### config.mk
export PLATFORM = sky130hd
export DESIGN_NAME = pilot_pwm_timer
export DESIGN_NICKNAME = d
export VERILOG_FILES = /design/src/rtl/pilot_pwm_pkg.sv /design/src/rtl/pwm_counter.sv /design/src/rtl/pwm_duty_channel.sv /design/src/rtl/pwm_period_channel.sv /design/src/rtl/pilot_pwm_timer.sv
export SDC_FILE = /design/constraint.sdc
export NUM_CORES = 1
export LEC_CHECK = 0
export ABC_CLOCK_PERIOD_IN_PS = 3750
export BUFFER_PORTS_ARGS = -buffer_cell sky130_fd_sc_hd__buf_2
export CAP_MARGIN = 5
export CORE_ASPECT_RATIO = 2
export CORE_MARGIN = 4
export CORE_UTILIZATION = 30
export CTS_BUF_LIST = sky130_fd_sc_hd__clkbuf_4
export CTS_CLUSTER_DIAMETER = 60
export CTS_CLUSTER_SIZE = 12
export DETAILED_ROUTE_END_ITERATION = 10
export HOLD_SLACK_MARGIN = 0.15
export PLACE_DENSITY = 0.51
export SLEW_MARGIN = 40
export SYNTH_ARGS = -nofsm -noshare
export SYNTH_HDL_FRONTEND = slang
export SYNTH_SLANG_ARGS = --single-unit
### constraint.sdc
create_clock -name clk_i -period 3.75 [get_ports clk_i]
set_clock_uncertainty 0.05 [all_clocks]
set_input_delay 0.375 -clock clk_i [delete_from_list [all_inputs] [get_ports clk_i]]
set_output_delay 0.375 -clock clk_i [all_outputs]
set_load 0.005 [all_outputs]
### src/rtl/pilot_pwm_pkg.sv
package pilot_pwm_pkg;
  localparam int MODE_W = 3;
  typedef logic [MODE_W-1:0] outmode_t;
  localparam outmode_t OM_TOGGLE = 3'd4;
  localparam outmode_t OM_RSTSET = 3'd7;
endpackage

### src/rtl/pwm_counter.sv
module pwm_counter #(
  parameter int CNT_W = 16
) (
  input  logic             clk_i,
  input  logic             rst_ni,
  input  logic             run_i,
  input  logic             clear_i,
  input  logic [CNT_W-1:0] period_i,
  output logic [CNT_W-1:0] cnt_nxt_o,
  output logic             step_o,
  output logic             wrap_ev_o,
  output logic             wrap_o
);
  logic [CNT_W-1:0] cnt_q, cnt_d;
  logic             cnt_en;
  logic             at_top;
  logic             wrap_q, wrap_d;

  // next-state
  always_comb begin
    at_top    = (cnt_q >= period_i);
    step_o    = run_i & ~clear_i;
    wrap_ev_o = step_o & at_top;
    cnt_nxt_o = at_top ? '0 : cnt_q + 1'b1;
    cnt_en    = clear_i | step_o;
    cnt_d     = clear_i ? '0 : cnt_nxt_o;
    wrap_d    = wrap_ev_o;
  end

  // registers
  always_ff @(posedge clk_i or negedge rst_ni) begin
    if (!rst_ni) begin
      cnt_q  <= '0;
      wrap_q <= 1'b0;
    end else begin
      if (cnt_en) cnt_q <= cnt_d;
      wrap_q <= wrap_d;
    end
  end

  assign wrap_o = wrap_q;

  // a counted step below the limit advances by one
  p_count_step_r1: assert property (@(posedge clk_i) disable iff (!rst_ni)
    (step_o && !at_top) |=> (cnt_q == $past(cnt_q) + 1'b1));
  // reaching or passing the limit returns to zero
  p_wrap_to_zero_r1: assert property (@(posedge clk_i) disable iff (!rst_ni)
    (step_o && cnt_q >= period_i) |=> (cnt_q == '0));
  // the flag only appears while the count is zero
  p_flag_at_zero_r2: assert property (@(posedge clk_i) disable iff (!rst_ni)
    wrap_q |-> (cnt_q == '0));
  // clear zeroes the count and suppresses the flag
  p_clear_zero_r7: assert property (@(posedge clk_i) disable iff (!rst_ni)
    clear_i |=> (cnt_q == '0 && !wrap_q));
  // idle holds the count
  p_idle_hold_r8: assert property (@(posedge clk_i) disable iff (!rst_ni)
    (!run_i && !clear_i) |=> $stable(cnt_q));
endmodule

### src/rtl/pwm_duty_channel.sv
module pwm_duty_channel
  import pilot_pwm_pkg::*;
#(
  parameter int CNT_W = 16
) (
  input  logic             clk_i,
  input  logic             rst_ni,
  input  outmode_t         mode_i,
  input  logic [CNT_W-1:0] duty_i,
  input  logic             clear_i,
  input  logic             step_i,
  input  logic             wrap_ev_i,
  input  logic [CNT_W-1:0] cnt_nxt_i,
  output logic             pwm_o
);
  logic [CNT_W-1:0] shadow_q, shadow_d;
  logic             pwm_q, pwm_d;
  logic             load;
  logic             is_rs;

  // next-state
  always_comb begin
    load     = clear_i | wrap_ev_i;
    is_rs    = (mode_i == OM_RSTSET);
    shadow_d = load ? duty_i : shadow_q;
    pwm_d    = pwm_q;
    if (is_rs) begin
      if (load)
        pwm_d = (duty_i != '0);
      else if (step_i && cnt_nxt_i == shadow_q)
        pwm_d = 1'b0;
    end
  end

  // registers
  always_ff @(posedge clk_i or negedge rst_ni) begin
    if (!rst_ni) begin
      shadow_q <= '0;
      pwm_q    <= 1'b0;
    end else begin
      if (load) shadow_q <= shadow_d;
      pwm_q <= pwm_d;
    end
  end

  assign pwm_o = pwm_q;

  // the active duty changes only at a rollover or clear
  p_shadow_hold_r4: assert property (@(posedge clk_i) disable iff (!rst_ni)
    !(clear_i || wrap_ev_i) |=> $stable(shadow_q));
  // a zero duty loaded in reset/set mode leaves the output low
  p_zero_duty_low_r5: assert property (@(posedge clk_i) disable iff (!rst_ni)
    (is_rs && (clear_i || wrap_ev_i) && duty_i == '0) |=> !pwm_q);
  // foreign mode codes freeze the output
  p_mode_freeze_r9: assert property (@(posedge clk_i) disable iff (!rst_ni)
    !is_rs |=> $stable(pwm_q));
endmodule

### src/rtl/pwm_period_channel.sv
module pwm_period_channel
  import pilot_pwm_pkg::*;
(
  input  logic     clk_i,
  input  logic     rst_ni,
  input  outmode_t mode_i,
  input  logic     wrap_ev_i,
  output logic     tgl_o
);
  logic tgl_q, tgl_d, tgl_en;

  always_comb begin
    tgl_en = wrap_ev_i & (mode_i == OM_TOGGLE);
    tgl_d  = ~tgl_q;
  end

  always_ff @(posedge clk_i or negedge rst_ni) begin
    if (!rst_ni) tgl_q <= 1'b0;
    else if (tgl_en) tgl_q <= tgl_d;
  end

  assign tgl_o = tgl_q;

  // a rollover in toggle mode inverts the output
  p_toggle_on_wrap_r6: assert property (@(posedge clk_i) disable iff (!rst_ni)
    (wrap_ev_i && mode_i == OM_TOGGLE) |=> (tgl_q != $past(tgl_q)));
  // no rollover, no change
  p_toggle_quiet_r6: assert property (@(posedge clk_i) disable iff (!rst_ni)
    !wrap_ev_i |=> $stable(tgl_q));
endmodule

### src/rtl/pilot_pwm_timer.sv
module pilot_pwm_timer
  import pilot_pwm_pkg::*;
#(
  parameter int CNT_W = 16
) (
  input  logic             clk_i,
  input  logic             rst_ni,
  input  logic             run_i,
  input  logic             clear_i,
  input  logic [CNT_W-1:0] period_i,
  input  logic [CNT_W-1:0] duty_i,
  input  logic [2:0]       duty_mode_i,
  input  logic [2:0]       per_mode_i,
  output logic             pwm_o,
  output logic             cmp0_tgl_o,
  output logic             wrap_o
);
  logic [CNT_W-1:0] cnt_nxt;
  logic             step;
  logic             wrap_ev;

  pwm_counter #(.CNT_W(CNT_W)) u_counter (
    .clk_i     (clk_i),
    .rst_ni    (rst_ni),
    .run_i     (run_i),
    .clear_i   (clear_i),
    .period_i  (period_i),
    .cnt_nxt_o (cnt_nxt),
    .step_o    (step),
    .wrap_ev_o (wrap_ev),
    .wrap_o    (wrap_o)
  );

  pwm_duty_channel #(.CNT_W(CNT_W)) u_duty (
    .clk_i     (clk_i),
    .rst_ni    (rst_ni),
    .mode_i    (outmode_t'(duty_mode_i)),
    .duty_i    (duty_i),
    .clear_i   (clear_i),
    .step_i    (step),
    .wrap_ev_i (wrap_ev),
    .cnt_nxt_i (cnt_nxt),
    .pwm_o     (pwm_o)
  );

  pwm_period_channel u_period (
    .clk_i     (clk_i),
    .rst_ni    (rst_ni),
    .mode_i    (outmode_t'(per_mode_i)),
    .wrap_ev_i (wrap_ev),
    .tgl_o     (cmp0_tgl_o)
  );

  // outputs are quiet during reset
  always_comb begin
    if (!rst_ni) begin
      a_reset_quiet_r10: assert (!pwm_o && !cmp0_tgl_o && !wrap_o);
    end
  end

  // clear never moves the trigger output
  p_clear_keeps_tgl_r7: assert property (@(posedge clk_i) disable iff (!rst_ni)
    clear_i |=> $stable(cmp0_tgl_o));
endmodule

==> metrics list, run 1 <==
* Post-synthesis sequential element count: 35
- Synth cell types: 56
- After detailed routing, the number of vias per cell comes to 5.48.
- Number of top-level pins: 45
- Counting flops with an async set or reset pin after synthesis yields a share of 100%.
- On the critical path the largest part of the delay comes from compound AO/OA/AOI/OAI gates.
* Width of the chip: 74.9 um
- The number of global-route vias before repair came to around 2.5k.
- Launch point of the worst reg-to-reg path: u_counter.cnt_q[0]
- Synthesis Warnings: 0
- Unrepaired setup endpoints after global routing: false
- Growth of design area from synthesis to finish: 14.6%
* Share of the clock period used by the worst path: a little under nine tenths
- Number of detailed-routing iterations run before antenna repair: 5
- The biggest area contributor in the post-synthesis netlist is sky130_fd_sc_hd__dfrtp_1.
- Largest stage delay on the critical path: between 0.5 and 0.6 ns
- Entering global routing, the biggest net connects 36 pins.
* Total negative setup slack: 0 ns
- Via total after detailed routing: approximately 2.5k
- Weighted congestion at the end of routability-driven global placement: just under 0.9
- In this run the worst setup path begins at u_counter.cnt_q[0].
- In this run the critical register-to-register path is captured at u_duty.pwm_o.
- Sort of element at the start of the critical path: flip-flop
* Logic depth of the worst register-to-register path: 10
* Global-route wire length before repair: between 10000 and 15000 um
* Final critical path time including I/O delays and setup: between 3 and 4 ns
* Post-CTS clock slew at the launch and capture registers of the worst setup and hold paths: approximately 0.11 ns
- For the worst-skew pair, the clock arrives at the later sink with an insertion delay of around 0.36 ns.
- Headroom to the max-slew limit: 48.7%
* Total standard cell area after synthesis: around 2700 um^2
- Once layout is complete, the utilization of the core stands at between 30% and 40%.
- Maximum count of clock buffers along a single path: 2
* Net Count, Synth: 370
- Full die area: 10600 um^2
* Cell Rows: 48
- Slew at the pin closest to its max-slew limit: 0.758 ns
* Slowest library cell on the worst path: sky130_fd_sc_hd__or4_1
- Type of the worst setup path: flip-flop to flip-flop
* Cells taking the most area after synthesis: sky130_fd_sc_hd__dfrtp_1 (33%), sky130_fd_sc_hd__ha_1 (7.9%), sky130_fd_sc_hd__a21oi_1 (4.5%), sky130_fd_sc_hd__nand2_1 (4.3%), sky130_fd_sc_hd__xnor2_1 (4.2%)
- The critical path runs through a total of 10 cells.
- Number of nets with antenna violations after routing: 0
* Wire per inst: ~18 um
* IO buf count: 44
- Total Nets Final: around 420
- Most frequent cells after synthesis: sky130_fd_sc_hd__dfrtp_1 (35), sky130_fd_sc_hd__nand2_1 (31), sky130_fd_sc_hd__nor2_1 (26), sky130_fd_sc_hd__a21oi_1 (24), sky130_fd_sc_hd__inv_1 (24)
* Count of H-tree levels built during CTS: 2
- Chip Height: approximately 140 um
- The worst-case IR drop observed on VDD is 0.000136 V.
* Required @ worst endpoint: 3.96 ns
* Power density of the placed cells: 244 nW/um^2
- STA classifies the critical path endpoint as a flip-flop.
- Starting DRT DRC Count: between 100 and 150
- Most used flip-flop cell after synthesis: sky130_fd_sc_hd__dfrtp_1
- In this run the worst hold path is classified as input port to flip-flop.
- In this run the worst setup path terminates at u_duty.pwm_o.
- Counting the buffers created by CTS gives 5.
- Total overflow reported by the global router: 0
- The HPWL after detailed placement is between 6000 and 7000 um.
- Portion of the post-synthesis area used by sequential elements: between 30% and 40%
- DRC errors left: 0
- Run status: completed
- The number of buffers and inverters on the critical path is 1.
- # resized after CTS: 0
- A synthesized cell averages 8.64 um^2.
- Share of the synthesized area in the top cell type: between 30 and 40%
- The clock net in this run drives a total of 35 sinks.
* Effective utilization at floorplan: 30.9%
- Cell Chain, Critical Path: inv_1 > ha_1 > nand2b_4 > a2111o_1 > a32oi_2 > nand3_1 > or4_1 > a222oi_1 > nand4_1 > a31o_1
- Clock tree from TritonCTS: built
* All-layer global routing usage: 16.4%
- Max-cap violations: 0
- The final layout contains routed wiring with a total length of 8010 um.
- Post-synthesis cell count: just over 300
- The repair_antennas step left the layout with diodes totalling 0.
- In this run the worst path has a maximum fanout of 7.
* Data arrival time at the worst-slack endpoint: 3.45 ns
* Max-slew violation count: 0
- Setup violations remaining at the end of the flow were counted as 0.
* Antenna violations before repair: 0
* Flop2flop setup slack: ~0.51 ns
- Leakage Power: between 1 and 1.5 nW
- Counting flops with a built-in enable in the synthesized netlist gives 0.
- Count of endpoints failing hold in the final timing report: 0
* Buffer cell driving the clock tree root: sky130_fd_sc_hd__clkbuf_4
- Timing would allow up to 309 MHz.
- Among all cell types in the netlist, the one instantiated most often is sky130_fd_sc_hd__dfrtp_1.
- Fraction of final layout cells sized beyond drive strength 1: about 20%
- Core region area: between 8000 and 9000 um^2
registers in the layout, indices dropped and copies added, names as in the netlist:
signal / flops
u_counter.wrap_o: 1
u_counter.cnt_q: 16
u_period.tgl_o: 1
u_duty.pwm_o: 1
u_duty.shadow_q: 16
metrics by stage:
step / power, mW / cells / worst slack (ns) / hold WS [ns] / instance area (um^2)
final: 0.750 / 457 / 0.511 / 0.195 / 3080
after global routing: 0.798 / 457 / 0.331 / 0.190 / 3080
after CTS: 0.764 / 457 / 0.490 / 0.175 / 3080
after detailed placement: 0.560 / 449 / 0.509 / 0.415 / 3020
after global placement: 0.558 / 449 / 0.539 / 0.409 / 3020
after floorplan: 0.500 / 311 / 0.833 / 0.0294 / 2690
per-layer routing:
layer  track usage, %  up-vias  routed length, um
met5                0        -                  0
met2             29.6       81               4440
met3             2.62       27                359
met1             16.9     1176               2790
met4             9.57        0                417
li1                 -     1221                  -
cell families after synthesis:
logic type / synth area share [%]
and+or+nand+nor: 24.2
AOI/OAI and AO/OA: 15.6
buffers and inverters: 5.21
DFF: 32.6
xor gates and xnor gates: 7.03
muxes: 7.45
adders and majority gates: 7.91
repair_timing:
action	CTS	global route
hold endpoints to repair	35	0
hold buffers	1	0
setup buffers	0	0
final cells by class:
class                           instances  area [um^2]
Clock buffer                            5         37.5
Timing Repair Buffer                   50          270
Sequential cell                        35          876
Tap cell                              100          125
Multi-Input combinational cell        241         1670
Fill cell                             913         5630
Inverter                               24         90.1
Clock inverter                          2         8.76
where the power goes:
group	total [mW]	internal [mW]	switching, mW	leakage (nW)
combinational	0.132	0.0654	0.0663	0.930
clock	0.199	0.0664	0.132	0.0285
sequential	0.419	0.397	0.0227	0.446
total	0.750	0.528	0.221	1.41
worst min path at each step:
stage	end	slack (ns)	start	cells past startpoint
2_1_floorplan	u_counter.cnt_q[0]	0.03	rst_ni	0
3_3_place_gp	u_period.tgl_o	0.41	u_period.tgl_o	1
3_5_place_dp	u_period.tgl_o	0.41	u_period.tgl_o	1
4_1_cts	u_duty.shadow_q[8]	0.17	duty_i[8]	2
5_1_grt	u_duty.shadow_q[9]	0.19	duty_i[9]	2
6_report	u_duty.shadow_q[8]	0.19	duty_i[8]	2
cells in the final DEF, fill, tap and decap left out, types with 2 or more instances in the layout:
cell / count
sky130_fd_sc_hd__buf_2: 43
sky130_fd_sc_hd__dfrtp_1: 35
sky130_fd_sc_hd__nand2_1: 31
sky130_fd_sc_hd__nor2_1: 26
sky130_fd_sc_hd__inv_1: 24
sky130_fd_sc_hd__a21oi_1: 24
sky130_fd_sc_hd__o21ai_0: 19
sky130_fd_sc_hd__ha_1: 17
sky130_fd_sc_hd__xnor2_1: 13
sky130_fd_sc_hd__nand3_1: 12
sky130_fd_sc_hd__mux2_2: 10
sky130_fd_sc_hd__nor3_1: 8
sky130_fd_sc_hd__nand4_1: 6
sky130_fd_sc_hd__mux2_1: 6
sky130_fd_sc_hd__nand3b_1: 6
sky130_fd_sc_hd__xor2_1: 6
sky130_fd_sc_hd__buf_4: 6
sky130_fd_sc_hd__and3_1: 5
sky130_fd_sc_hd__nor4_1: 5
sky130_fd_sc_hd__clkbuf_4: 5
sky130_fd_sc_hd__o2111ai_1: 4
sky130_fd_sc_hd__and4_1: 2
sky130_fd_sc_hd__a311oi_1: 2
sky130_fd_sc_hd__or3_1: 2
sky130_fd_sc_hd__a2bb2oi_1: 2
sky130_fd_sc_hd__or4_1: 2
sky130_fd_sc_hd__mux2i_1: 2
sky130_fd_sc_hd__o31ai_1: 2
sky130_fd_sc_hd__nand2b_1: 2
Power figures use the tool's default switching activity.
==> inputs of run 2 (changes only) <==
Settings changed: ABC_CLOCK_PERIOD_IN_PS 3750 to 3210.
Clock period 3.75 ns to 3.21 ns, I/O delays scaled along.
==> run 2 against run 1 <==
Utilization up 2.2 points. Register-to-register slack worse by 0.33 ns. Worst setup slack got worse by 0.33 ns. Critical path depth stayed put. Global-route usage fell by 0.052 points. First-iteration DRC count down 1.4%. Die area unchanged. Cell area rose by 6.3%. Flip-flop and latch count stayed put. Clock power is 25% higher.
==> metrics list, run 2 (synthesis gave the netlist of run 1 again) <==
* Run status: completed
* Width of the chip: about 75 um
* Required @ worst endpoint: approximately 3.4 ns
- For this run, the slowest stage of the critical path takes approximately 0.53 ns.
* Setup Viol. Count Final: 0
* Number of nets with antenna violations after routing: 0
- After layout, the design draws a total of 905 uW.
- Instance area at placement: between 3000 and 4000 um^2
- Measured in cells, the most critical reg-to-reg path has a length of 10.
- Cell Rows: 48
- Flop2flop setup slack: roughly 0.19 ns
- Full die area: about 11000 um^2
* Global-route wire length before repair: between 10000 and 15000 um
- Entering global routing, the biggest net connects 36 pins.
* Clock tree from TritonCTS: built
- Growth of design area from synthesis to finish: 21.7%
* Count of H-tree levels built during CTS: 2
* Max-slew violation count: 0
- HPWL after detailed placement: about 6600 um
- Last element of the critical path: u_duty.pwm_o
* Fraction of final layout cells sized beyond drive strength 1: between 20% and 30%
- STA classifies the critical path endpoint as a flip-flop.
- For the worst-skew pair, the clock arrives at the later sink with an insertion delay of roughly 0.37 ns.
- After global routing the overflow that remains totals 0.
* Core region area: approximately 8700 um^2
* Launch point of the worst reg-to-reg path: u_counter.cnt_q[0]
- Class of the worst hold path: input port to flip-flop
- In the final design database the tool counted ~430 nets.
- Maximum count of clock buffers along a single path: 2
* Number of detailed-routing iterations run before antenna repair: 4
- Share of the clock period used by the worst path: 94.2%
- Counting tap cells, the placed design contains a total of ~460 instances.
- In this run the clock root is driven by a sky130_fd_sc_hd__clkbuf_4.
- Across the run, the number of max-cap violations was 0.
- In the routed design, unresolved DRC markers number 0.
- Data arrives at the worst endpoint at approximately 3.2 ns.
* Post-Layout Cell Count: ~480
- For this run, the top clock speed supported by timing is about 330 MHz.
- For this design, the slowest cell found on the critical path is sky130_fd_sc_hd__or4_1.
* Starting DRT DRC Count: around 140
- Psw: 266 uW
- Traced cell by cell, the critical path runs through inv_1 > ha_1 > nand2b_4 > a2111o_1 > a32oi_2 > nand3_2 > or4_1 > a222oi_1 > nand4_1 > a31o_1.
* Leakage Power: about 1.5 nW
- The worst-case IR drop observed on VDD is 0.000222 V.
* Commonest non-fill, non-tap cell in the layout: sky130_fd_sc_hd__buf_2
- For the finished layout, the period the worst path requires is between 3 and 4 ns.
* Design internal power: ~640 uW
* RR Endpoint: u_duty.pwm_o
- In the routed layout, each cell is associated on average with a via count of roughly 5.3.
- Vias in the first global route: roughly 2.6k
* TritonCTS Buffers: 5
- The number of hold-slack violations in the final timing report was 0.
- Most used cells in the layout excluding fill and tap cells: sky130_fd_sc_hd__buf_2 (43), sky130_fd_sc_hd__dfrtp_1 (35), sky130_fd_sc_hd__nand2_1 (31), sky130_fd_sc_hd__nor2_1 (26)
- Number of top-level pins: 45
- The critical path in this run is classified as flip-flop to flip-flop.
* Final Instance Area: 3270 um^2
- Effective utilization at floorplan: between 30% and 40%
- The routed design has around 8000 um of wire.
* Crit path from: u_counter.cnt_q[0]
* Post-CTS clock slew at the launch and capture registers of the worst setup and hold paths: about 0.10 ns
* Sort of element at the start of the critical path: flip-flop
- The congestion estimate from routability-driven global placement came to roughly 0.90.
- IO buf count: 44
- Final core utilization: approximately 38%
- In the final routed layout, each cell accounts on average for between 15 and 20 um.
- All-layer global routing usage: 16.3%
- Via total after detailed routing: 2519
* Clock power share: between 20% and 30%
- In this run the vertical extent of the chip is 142 um.
- Measured against its own limit, the worst slew margin works out to about two thirds.
- The initial antenna violation count is 1.
- The share of total power dissipated in combinational logic is between 10% and 20%.
* Share of power burned in registers: a little over half
- Dividing total power by cell area gives a power density of ~280 nW/um^2.
* Number of clock sinks seen by CTS: 35
- Switching part of the total power: between 20% and 30%
- At the pin with the least slew margin, the transition time is a little over 0.5 ns.
* Registers with the most flip-flops: u_counter.cnt_q (16), u_duty.shadow_q (16)
- Along the worst path, the maximum fanout reaches 3.
[run 2: changes by cell type in the layout (fill, tap and decap cells not counted), sizes merged]
| cell | delta |
|---|---|
| buf | +9 |
| dlygate4sd3 | +9 |
| diode | +1 |
| clkbuf | +1 |
[run 2: cell type report]
type                       count  area (um^2)
sequential                    35          876
timing repair buffer          68          440
inverter                      24         90.1
tap                          100          125
multi-input combinational    241         1690
clock buffer                   6         45.0
clock inverter                 2         7.51
fill                         901         5440
antenna                        1         2.50
[run 2: what timing repair did]
| action | in CTS | in global routing |
|---|---|---|
| hold buffers | 9 | 1 |
| endpoints found under the hold margin | 43 | 1 |
| setup endpoints to repair | 0 | 1 |
| setup buffers | 0 | 0 |
| gates resized for setup | 0 | 3 |
[run 2: metal layers]
metal  track usage [%]  part of all wire [%]
met5                 0                     0
met4              11.2                   6.5
met3              2.84                   4.0
met2              28.9                    54
met1              16.5                    35
[run 2: how the worst min path moves through the flow]
stage / from / end / slack, ns / depth (start not counted)
after global placement: rst_ni / u_duty.shadow_q[10] / 0.41 / 1
after CTS: duty_i[5] / u_duty.shadow_q[5] / 0.15 / 2
final: duty_i[0] / u_duty.shadow_q[0] / 0.16 / 2
after global routing: duty_i[0] / u_duty.shadow_q[0] / 0.16 / 2
after floorplan: rst_ni / u_counter.cnt_q[0] / -0.02 / 0
after detailed placement: u_period.tgl_o / u_period.tgl_o / 0.41 / 1
[run 2: critical path: cells and delay by family (launching register included)]
family	cells	cell delay (ns)
AOI/OAI and AO/OA	4	1.26
adders and majority gates	1	0.26
buffers and inverters	1	0.05
DFF	1	0.38
and+or+nand+nor	4	0.91
[run 2: stage by stage]
stage          setup TNS (ns)  setup WS (ns)  hold slack [ns]
3_5_place_dp                0          0.144            0.408
4_1_cts                     0          0.166            0.151
6_report                    0          0.185            0.161
2_1_floorplan               0          0.293          -0.0246
5_1_grt             -0.000103      -0.000103            0.157
3_3_place_gp                0          0.174            0.407
[run 2: power by group through the flow]
stage	combinational [mW]	sequential (mW)	clock, mW
final	0.169	0.489	0.248
after global routing	0.188	0.493	0.279
after CTS	0.169	0.489	0.262
after detailed placement	0.160	0.498	0
after global placement	0.158	0.498	0
after floorplan	0.0947	0.490	0
